### src/rtl/fiq_sel_pkg.sv
package fiq_sel_pkg;
  localparam int B1_N  = 32;
  localparam int B2_N  = 32;
  localparam int B0_N  = 8;
  localparam int SRC_N = B1_N + B2_N + B0_N;
  localparam int IDX_W = $clog2(SRC_N);

  // strobes from the register decoder to the selection datapath
  typedef struct packed {
    logic             load;
    logic             enable;
    logic [IDX_W-1:0] index;
  } ctrlStrobe_t;
endpackage

### src/rtl/fiq_sel_ctrl.sv
module fiq_sel_ctrl
  import fiq_sel_pkg::*;
#(
  parameter int ADDR_W   = 8,
  parameter int CTRL_OFF = 'h0c
) (
  input  logic              clk,
  input  logic              rstN,
  input  logic              wrEn,
  input  logic [ADDR_W-1:0] addr,
  input  logic [IDX_W:0]    wrLow,
  output ctrlStrobe_t       strobe,
  output logic              rdHit
);
  localparam logic [ADDR_W-1:0] OFF = ADDR_W'(CTRL_OFF);

  logic addrHit;

  always_comb begin
    addrHit       = (addr == OFF);
    rdHit         = addrHit;
    strobe.load   = wrEn && addrHit;
    strobe.enable = wrLow[IDX_W];
    strobe.index  = wrLow[IDX_W-1:0];
  end


  load_addr_chk: assert property (@(posedge clk) disable iff (!rstN)
    strobe.load |-> (wrEn && addr == OFF));
endmodule

### src/rtl/fiq_sel_dp.sv
module fiq_sel_dp
  import fiq_sel_pkg::*;
(
  input  logic            clk,
  input  logic            rstN,
  input  ctrlStrobe_t     strobe,
  input  logic [B1_N-1:0] bank1Src,
  input  logic [B2_N-1:0] bank2Src,
  input  logic [B0_N-1:0] bank0Src,
  output logic [IDX_W:0]  ctrlView,
  output logic            fiqOut
);
  logic             enReg;
  logic [IDX_W-1:0] idxReg;
  logic [SRC_N-1:0] allSrc;
  logic [SRC_N-1:0] lineHit;

  always_ff @(posedge clk or negedge rstN) begin
    if (!rstN) begin
      enReg  <= 1'b0;
      idxReg <= '0;
    end else if (strobe.load) begin
      enReg  <= strobe.enable;
      idxReg <= strobe.index;
    end
  end

  // index order: bank 1, then bank 2, then bank 0
  assign allSrc = {bank0Src, bank2Src, bank1Src};

  for (genvar i = 0; i < SRC_N; i++) begin : g_line
    assign lineHit[i] = (idxReg == IDX_W'(i)) && allSrc[i];
  end

  assign fiqOut   = enReg && (|lineHit);
  assign ctrlView = {enReg, idxReg};


  gate_off_chk: assert property (@(posedge clk) disable iff (!rstN)
    !enReg |-> !fiqOut);

  no_source_chk: assert property (@(posedge clk) disable iff (!rstN)
    (idxReg >= IDX_W'(SRC_N)) |-> !fiqOut);

  load_value_chk: assert property (@(posedge clk) disable iff (!rstN)
    strobe.load |=> (ctrlView == $past({strobe.enable, strobe.index})));

  bank1_route_chk: assert property (@(posedge clk) disable iff (!rstN)
    (enReg && idxReg < IDX_W'(B1_N)) |-> (fiqOut == bank1Src[idxReg[$clog2(B1_N)-1:0]]));
endmodule

### src/rtl/fiq_route_sel.sv
module fiq_route_sel
  import fiq_sel_pkg::*;
#(
  parameter int ADDR_W   = 8,
  parameter int DATA_W   = 32,
  parameter int CTRL_OFF = 'h0c
) (
  input  logic              clk,
  input  logic              rstN,
  input  logic              regWrEn,
  input  logic [ADDR_W-1:0] regAddr,
  input  logic [DATA_W-1:0] regWrData,
  output logic [DATA_W-1:0] regRdData,
  input  logic [B1_N-1:0]   bank1Src,
  input  logic [B2_N-1:0]   bank2Src,
  input  logic [B0_N-1:0]   bank0Src,
  output logic              fiqOut
);
  localparam int VIEW_W = IDX_W + 1;

  ctrlStrobe_t       strobe;
  logic              rdHit;
  logic [VIEW_W-1:0] ctrlView;

  fiq_sel_ctrl #(.ADDR_W(ADDR_W), .CTRL_OFF(CTRL_OFF)) u_ctrl (
    .clk(clk), .rstN(rstN), .wrEn(regWrEn), .addr(regAddr),
    .wrLow(regWrData[VIEW_W-1:0]), .strobe(strobe), .rdHit(rdHit)
  );

  fiq_sel_dp u_dp (
    .clk(clk), .rstN(rstN), .strobe(strobe),
    .bank1Src(bank1Src), .bank2Src(bank2Src), .bank0Src(bank0Src),
    .ctrlView(ctrlView), .fiqOut(fiqOut)
  );

  assign regRdData = rdHit ? {{(DATA_W-VIEW_W){1'b0}}, ctrlView} : '0;


  upper_drop_chk: assert property (@(posedge clk) disable iff (!rstN)
    (regWrEn && regAddr == ADDR_W'(CTRL_OFF) && (|regWrData[DATA_W-1:VIEW_W]))
      |=> (regRdData[DATA_W-1:VIEW_W] == '0));

  foreign_write_chk: assert property (@(posedge clk) disable iff (!rstN)
    (regWrEn && regAddr != ADDR_W'(CTRL_OFF)) |=> $stable(ctrlView));
endmodule

### config.mk
export PLATFORM = sky130hd
export DESIGN_NAME = fiq_route_sel
export DESIGN_NICKNAME = d
export VERILOG_FILES = /design/src/rtl/fiq_sel_pkg.sv /design/src/rtl/fiq_sel_ctrl.sv /design/src/rtl/fiq_sel_dp.sv /design/src/rtl/fiq_route_sel.sv
export SDC_FILE = /design/constraint.sdc
export NUM_CORES = 1
export LEC_CHECK = 0
export BUFFER_PORTS_ARGS = -buffer_cell sky130_fd_sc_hd__buf_2
export CORE_MARGIN = 2
export CORE_UTILIZATION = 32
export DETAILED_ROUTE_END_ITERATION = 8
export GPL_ROUTABILITY_DRIVEN = 1
export PLACE_DENSITY = 0.78
export SETUP_SLACK_MARGIN = 0.02
export SYNTH_ARGS = -nofsm -noshare
export SYNTH_HDL_FRONTEND = slang
export SYNTH_SLANG_ARGS = --single-unit
export TNS_END_PERCENT = 30
### constraint.sdc
create_clock -name clk -period 2.05 [get_ports clk]
set_input_delay 0.41 -clock clk [delete_from_list [all_inputs] [get_ports clk]]
set_output_delay 0.41 -clock clk [all_outputs]
set_load 0.02 [all_outputs]
After elaboration in Yosys (flattened, before gate mapping)
Cells that the tools add are included.

Register bits after elaboration: 8. Output and inout bits: 33. Word-level logic and storage cells: 151.

Equal/unequal tests: 72. Multiplexer cells: 1. Reductions and logical operators: 76.

Operators by type and width (count): $eq A7 B6 Y1 const B (32); $eq A7 B5 Y1 const B (16); $logic_and A1 B1 Y1 (74); $reduce_or A72 Y1 (1); $eq A7 B4 Y1 const B (8); $eq A7 B7 Y1 const B (8); $eq A7 B3 Y1 const B (4); $eq A7 B2 Y1 const B (2); $eq A8 B4 Y1 const B (1); $mux W8 (1); $eq A7 B1 Y1 const B (1); $logic_not A7 Y1 (1).

Longest topological paths before layout
Word-level depth: 4. Gate-level depth with buffers: 8. Depth with buffers taken out: 6.

Hierarchy
From an unflattened synthesis, not the netlist that was laid out.

Cell total of the unflattened synthesis: 180. Area, all modules: 1515.2 µm².

By module, submodules not included: fiq_sel_dp (instances 1, cells an instance 133, area each 1171.1 µm², sequential area each 200.2 µm²); fiq_route_sel (instances 1, cells an instance 33, area each 234.0 µm², sequential area each 0.0 µm²); fiq_sel_ctrl (instances 1, cells an instance 14, area each 110.1 µm², sequential area each 0.0 µm²).

Worst setup path before layout
OpenSTA, ideal clock, no wires.

Kind: reg-to-output. From: register u_dp.idxReg[3]. To: output fiqOut. Arrival time: 2.053 ns. Path slack: -0.413 ns. Cell stages (with the launch flop): 8. Cells stage by stage: dfrtp_1 -> buf_2 -> nor2_1 -> a21o_1 -> a22oi_1 -> a21oi_1 -> a211oi_1 -> o311ai_0.

Cells in the longest elaborated chain, start to end: 4. Elaborated cells between the ends (all ways): 146.

Ends and longest elaborated chain: start: declaration (line fiq_sel_dp.sv:14) `logic [IDX_W-1:0] idxReg;`; start signal: assignment (line fiq_sel_dp.sv:24) `idxReg <= strobe.index;`; $eq A7 B1 Y1, or another cell as far along (line fiq_sel_dp.sv:32) `assign lineHit[i] = (idxReg == IDX_W'(i)) && allSrc[i];`; $logic_and A1 B1 Y1 (line fiq_sel_dp.sv:32); $reduce_or A72 Y1 * (line fiq_sel_dp.sv:35) `assign fiqOut = enReg && (|lineHit);`; $logic_and A1 B1 Y1 * (line fiq_sel_dp.sv:35); end: declaration (line fiq_route_sel.sv:17) `output logic fiqOut`.

Mark *: on every way between the ends. The rest lies on a longest branch, timed or not.

Worst setup path in the final report
Ends and elaborated chain as after synthesis.

==> flow_summary.yaml <==
synthesis:
  synth_async_sr_flop_share_pct: 100
  synth-seq-cells: 8
  synthMuxAreaShare_pct: 20.9
  synth.distinct_cells: 47
  seq_area_frac_synth_pct: 14.2
  synth_top_area_cell: "dfrtp_1"
  synth_top_family_by_area: "simple AND/OR/NAND/NOR gates"
  synth_top_area_share_pct: 14.2
  synthFlopType: "dfrtp_1"
  syn_area_um2: 1410
  syn-instance-count: 168
  ys_warn_count: 0
  yosys.area_share.simple_pct: 25.2
  synth-edff-count: 0
  synth_xor_area_share_pct: 0
  synth_area_leaders: "dfrtp_1 (14%), buf_4 (14%), mux2_2 (12%)"
  postSynthAreaPerCell_um2: 8.38
  yosys.area_share.adder_pct: 0
  synth_compound_gate_area_share_pct: 21.3
setup_path:
  arrival_ps: 2150
  cp_slowest_cell: "dfrtp_2"
  startpoint_type: "flop"
  r2r_cells: 3
  rr_startpoint: "u_dp.idxReg[3]"
  critPathMaxStageDelay_ps: 480
  cp.required_ps: 1640
  startpoint: "u_dp.idxReg[3]"
  cp.depth: 9
  worstSetupPathType: "flop to output pin"
  critPathTopFamily: "compound AO/OA/AOI/OAI gates"
  critPathMostFrequentCell: "a311oi_2"
  crit_chain: "buf_12 -> buf_4 -> mux2i_1 -> nor4_1 -> a311oi_2 -> a311oi_2 -> a41oi_2 -> o311ai_4 -> buf_6"
  path_buf_inv: 3
  path_max_fanout: 7
  end_kind: "output pin"
cts:
  cts_buffers: 3
  cts_htree_levels: 1
  clock_path_buffers: 2
  clock-sinks: 8
  clk_latency_ps: 230
  clk_pin_slew_ps: 40
  cts_tree: "done"
  cts-root-buf: "clkbuf_8"
route:
  routedWlPerCell_um: 14.6
  drc_errors: 0
  drt_first_iter_violations: 107
  vias_per_cell: 5.09
  antenna_left: 0
  vias: 1785
  wl_um: 5120
  first_pass_iters: 4
grt:
  grt_usage_pct: 20.4
  grt-ovfl-total: 0
  grt_pass1_wl_um: 8010
  grt_pass1_vias: 1751
  antenna_found_initial: 0
  grt_max_degree: 18
floorplanning:
  initial_core_util_pct: 32.8
  dieArea_um2: 4950
  fp.dieW_um: 70.3
  coreArea_um2: 4290
  dieHeight_um: 70.3
  ios: 148
  core.rowCount: 24
cells_and_area:
  fin_area_um2: 2380
  final_nets: 415
  fin_util_pct: 55.5
  n_antenna_cell: 0
  fillers: 376
  area_growth_pct: 69.3
  fin_cells: 351
  drive_gt1_share_pct: 62.2
timing:
  period_share_pct: 125
  fmax_mhz: 390
  fin_ws_ps: -512
  fin_skew_ps: 0
  finalCriticalPeriod_ps: 2560
  rsz0062_at_grt: "true"
  setup_viol: 3
  finalHoldWorstSlack_ps: 11.9
  hold_viol_final: 0
  finalMaxSlewViolations: 0
  setup_tns_ps: -542
outcome:
  violations: "setup timing"
  status: "complete, but fails checks"
power:
  max-vdd-ir-drop_mv: 0.300
  power_density_nw_per_um2: 313
  cellLeakagePower_nw: 1.19
  p_total_mw: 0.746
flow_run:
  maxCapViolCount: 0
worst_hold_path:
  timing.hold.worst.class: "input port to asynchronous set/reset pin"
placed_design:
  post-dp-hpwl_um: 3800
  placed_area_um2: 2050
  pre_cts_ws_ps: -386
  dp.cells: 331
  port_buffers: 99
  place.gp.congestion: 0.821
area by class of cell:
| class | count | area [um^2] | share of cell area [%] |
|---|---|---|---|
| multi-input cells | 144 | 1130 | 47.5 |
| repair buffers | 141 | 930 | 39.0 |
| flip-flops and latches | 8 | 204 | 8.56 |
| well taps | 52 | 65.1 | 2.73 |
| clock buffers | 4 | 45.0 | 1.89 |
| inverters | 2 | 7.51 | 0.315 |
cell families (layout without fill, tap and decap cells):
group | count (synthesis) | in the layout
AO/OA/AOI/OAI | 40 | 40
multiplexers | 25 | 25
AND/OR/NAND/NOR | 55 | 55
other | 1 | 24
buffers and inverters | 39 | 147
flip-flops | 8 | 8
cell usage after synthesis (3+ instances only):
cell / count
buf_4: 26
mux2_2: 15
nand2_1: 9
a31oi_1: 8
and2_2: 8
buf_2: 8
dfrtp_1: 8
mux2i_1: 8
nor2b_1: 7
nor2_1: 6
a311oi_1: 5
nor3b_1: 5
o21ai_0: 5
a22oi_1: 3
and3_1: 3
nand3b_1: 3
nor3_1: 3
path summary, 6_finish.rpt:
path / endpoint / slack, ps
worst max-delay path: fiqOut / -510
worst min-delay path: u_dp.idxReg[4] / 10
worst max register to register: u_dp.idxReg[3] / 890
worst min register to register: u_dp.enReg / 600
max in group asynchronous: u_dp.idxReg[3] / 1860
min in group clk: u_dp.idxReg[1] / 410
per-layer routing:
metal	up-vias	GRT usage [%]	wire length, um
li1	853	-	-
met1	823	23.0	1950
met2	97	37.8	2630
met3	12	3.46	421
met4	0	7.48	113
met5	-	0	0
power by group:
part	switching, mW	total, mW	internal, mW	leakage (nW)
clock network	0.0627	0.197	0.135	0.0228
registers	0.0142	0.181	0.167	0.105
logic	0.175	0.368	0.193	1.06
total	0.251	0.746	0.495	1.19
sequential cells by signal (all words and copies together), names as in the netlist:
name	flops
u_dp.enReg	1
u_dp.idxReg	7
placed cells by master, fill, tap and decap left out, drive strengths merged, types with 2 or more instances in the layout:
cell type | Yosys | routed
buf | 35 | 140
conb | 1 | 24
mux2 | 15 | 15
nand2 | 10 | 10
a31oi | 8 | 8
mux2i | 8 | 8
dfrtp | 8 | 8
and2 | 8 | 8
nor2b | 7 | 7
nor2 | 6 | 6
nor3b | 5 | 5
a311oi | 5 | 5
o21ai | 5 | 5
clkbuf | 2 | 4
and3 | 3 | 3
a22oi | 3 | 3
nor3 | 3 | 3
nand3b | 3 | 3
mux4 | 2 | 2
a211o | 2 | 2
inv | 2 | 2
nand3 | 2 | 2
o211ai | 2 | 2
nor4 | 2 | 2
nand2b | 2 | 2
o311ai | 2 | 2
repair_timing:
item / in CTS / in global routing
buffers inserted: 13 / 1
hold buffers: 0 / 0
resized for setup: 39 / 7
endpoints found under the hold margin: 0 / 0
setup endpoints to repair: 9 / 9
gates cloned: 2 / 0
pin swaps: 9 / 4
Power figures use the tool's default switching activity.
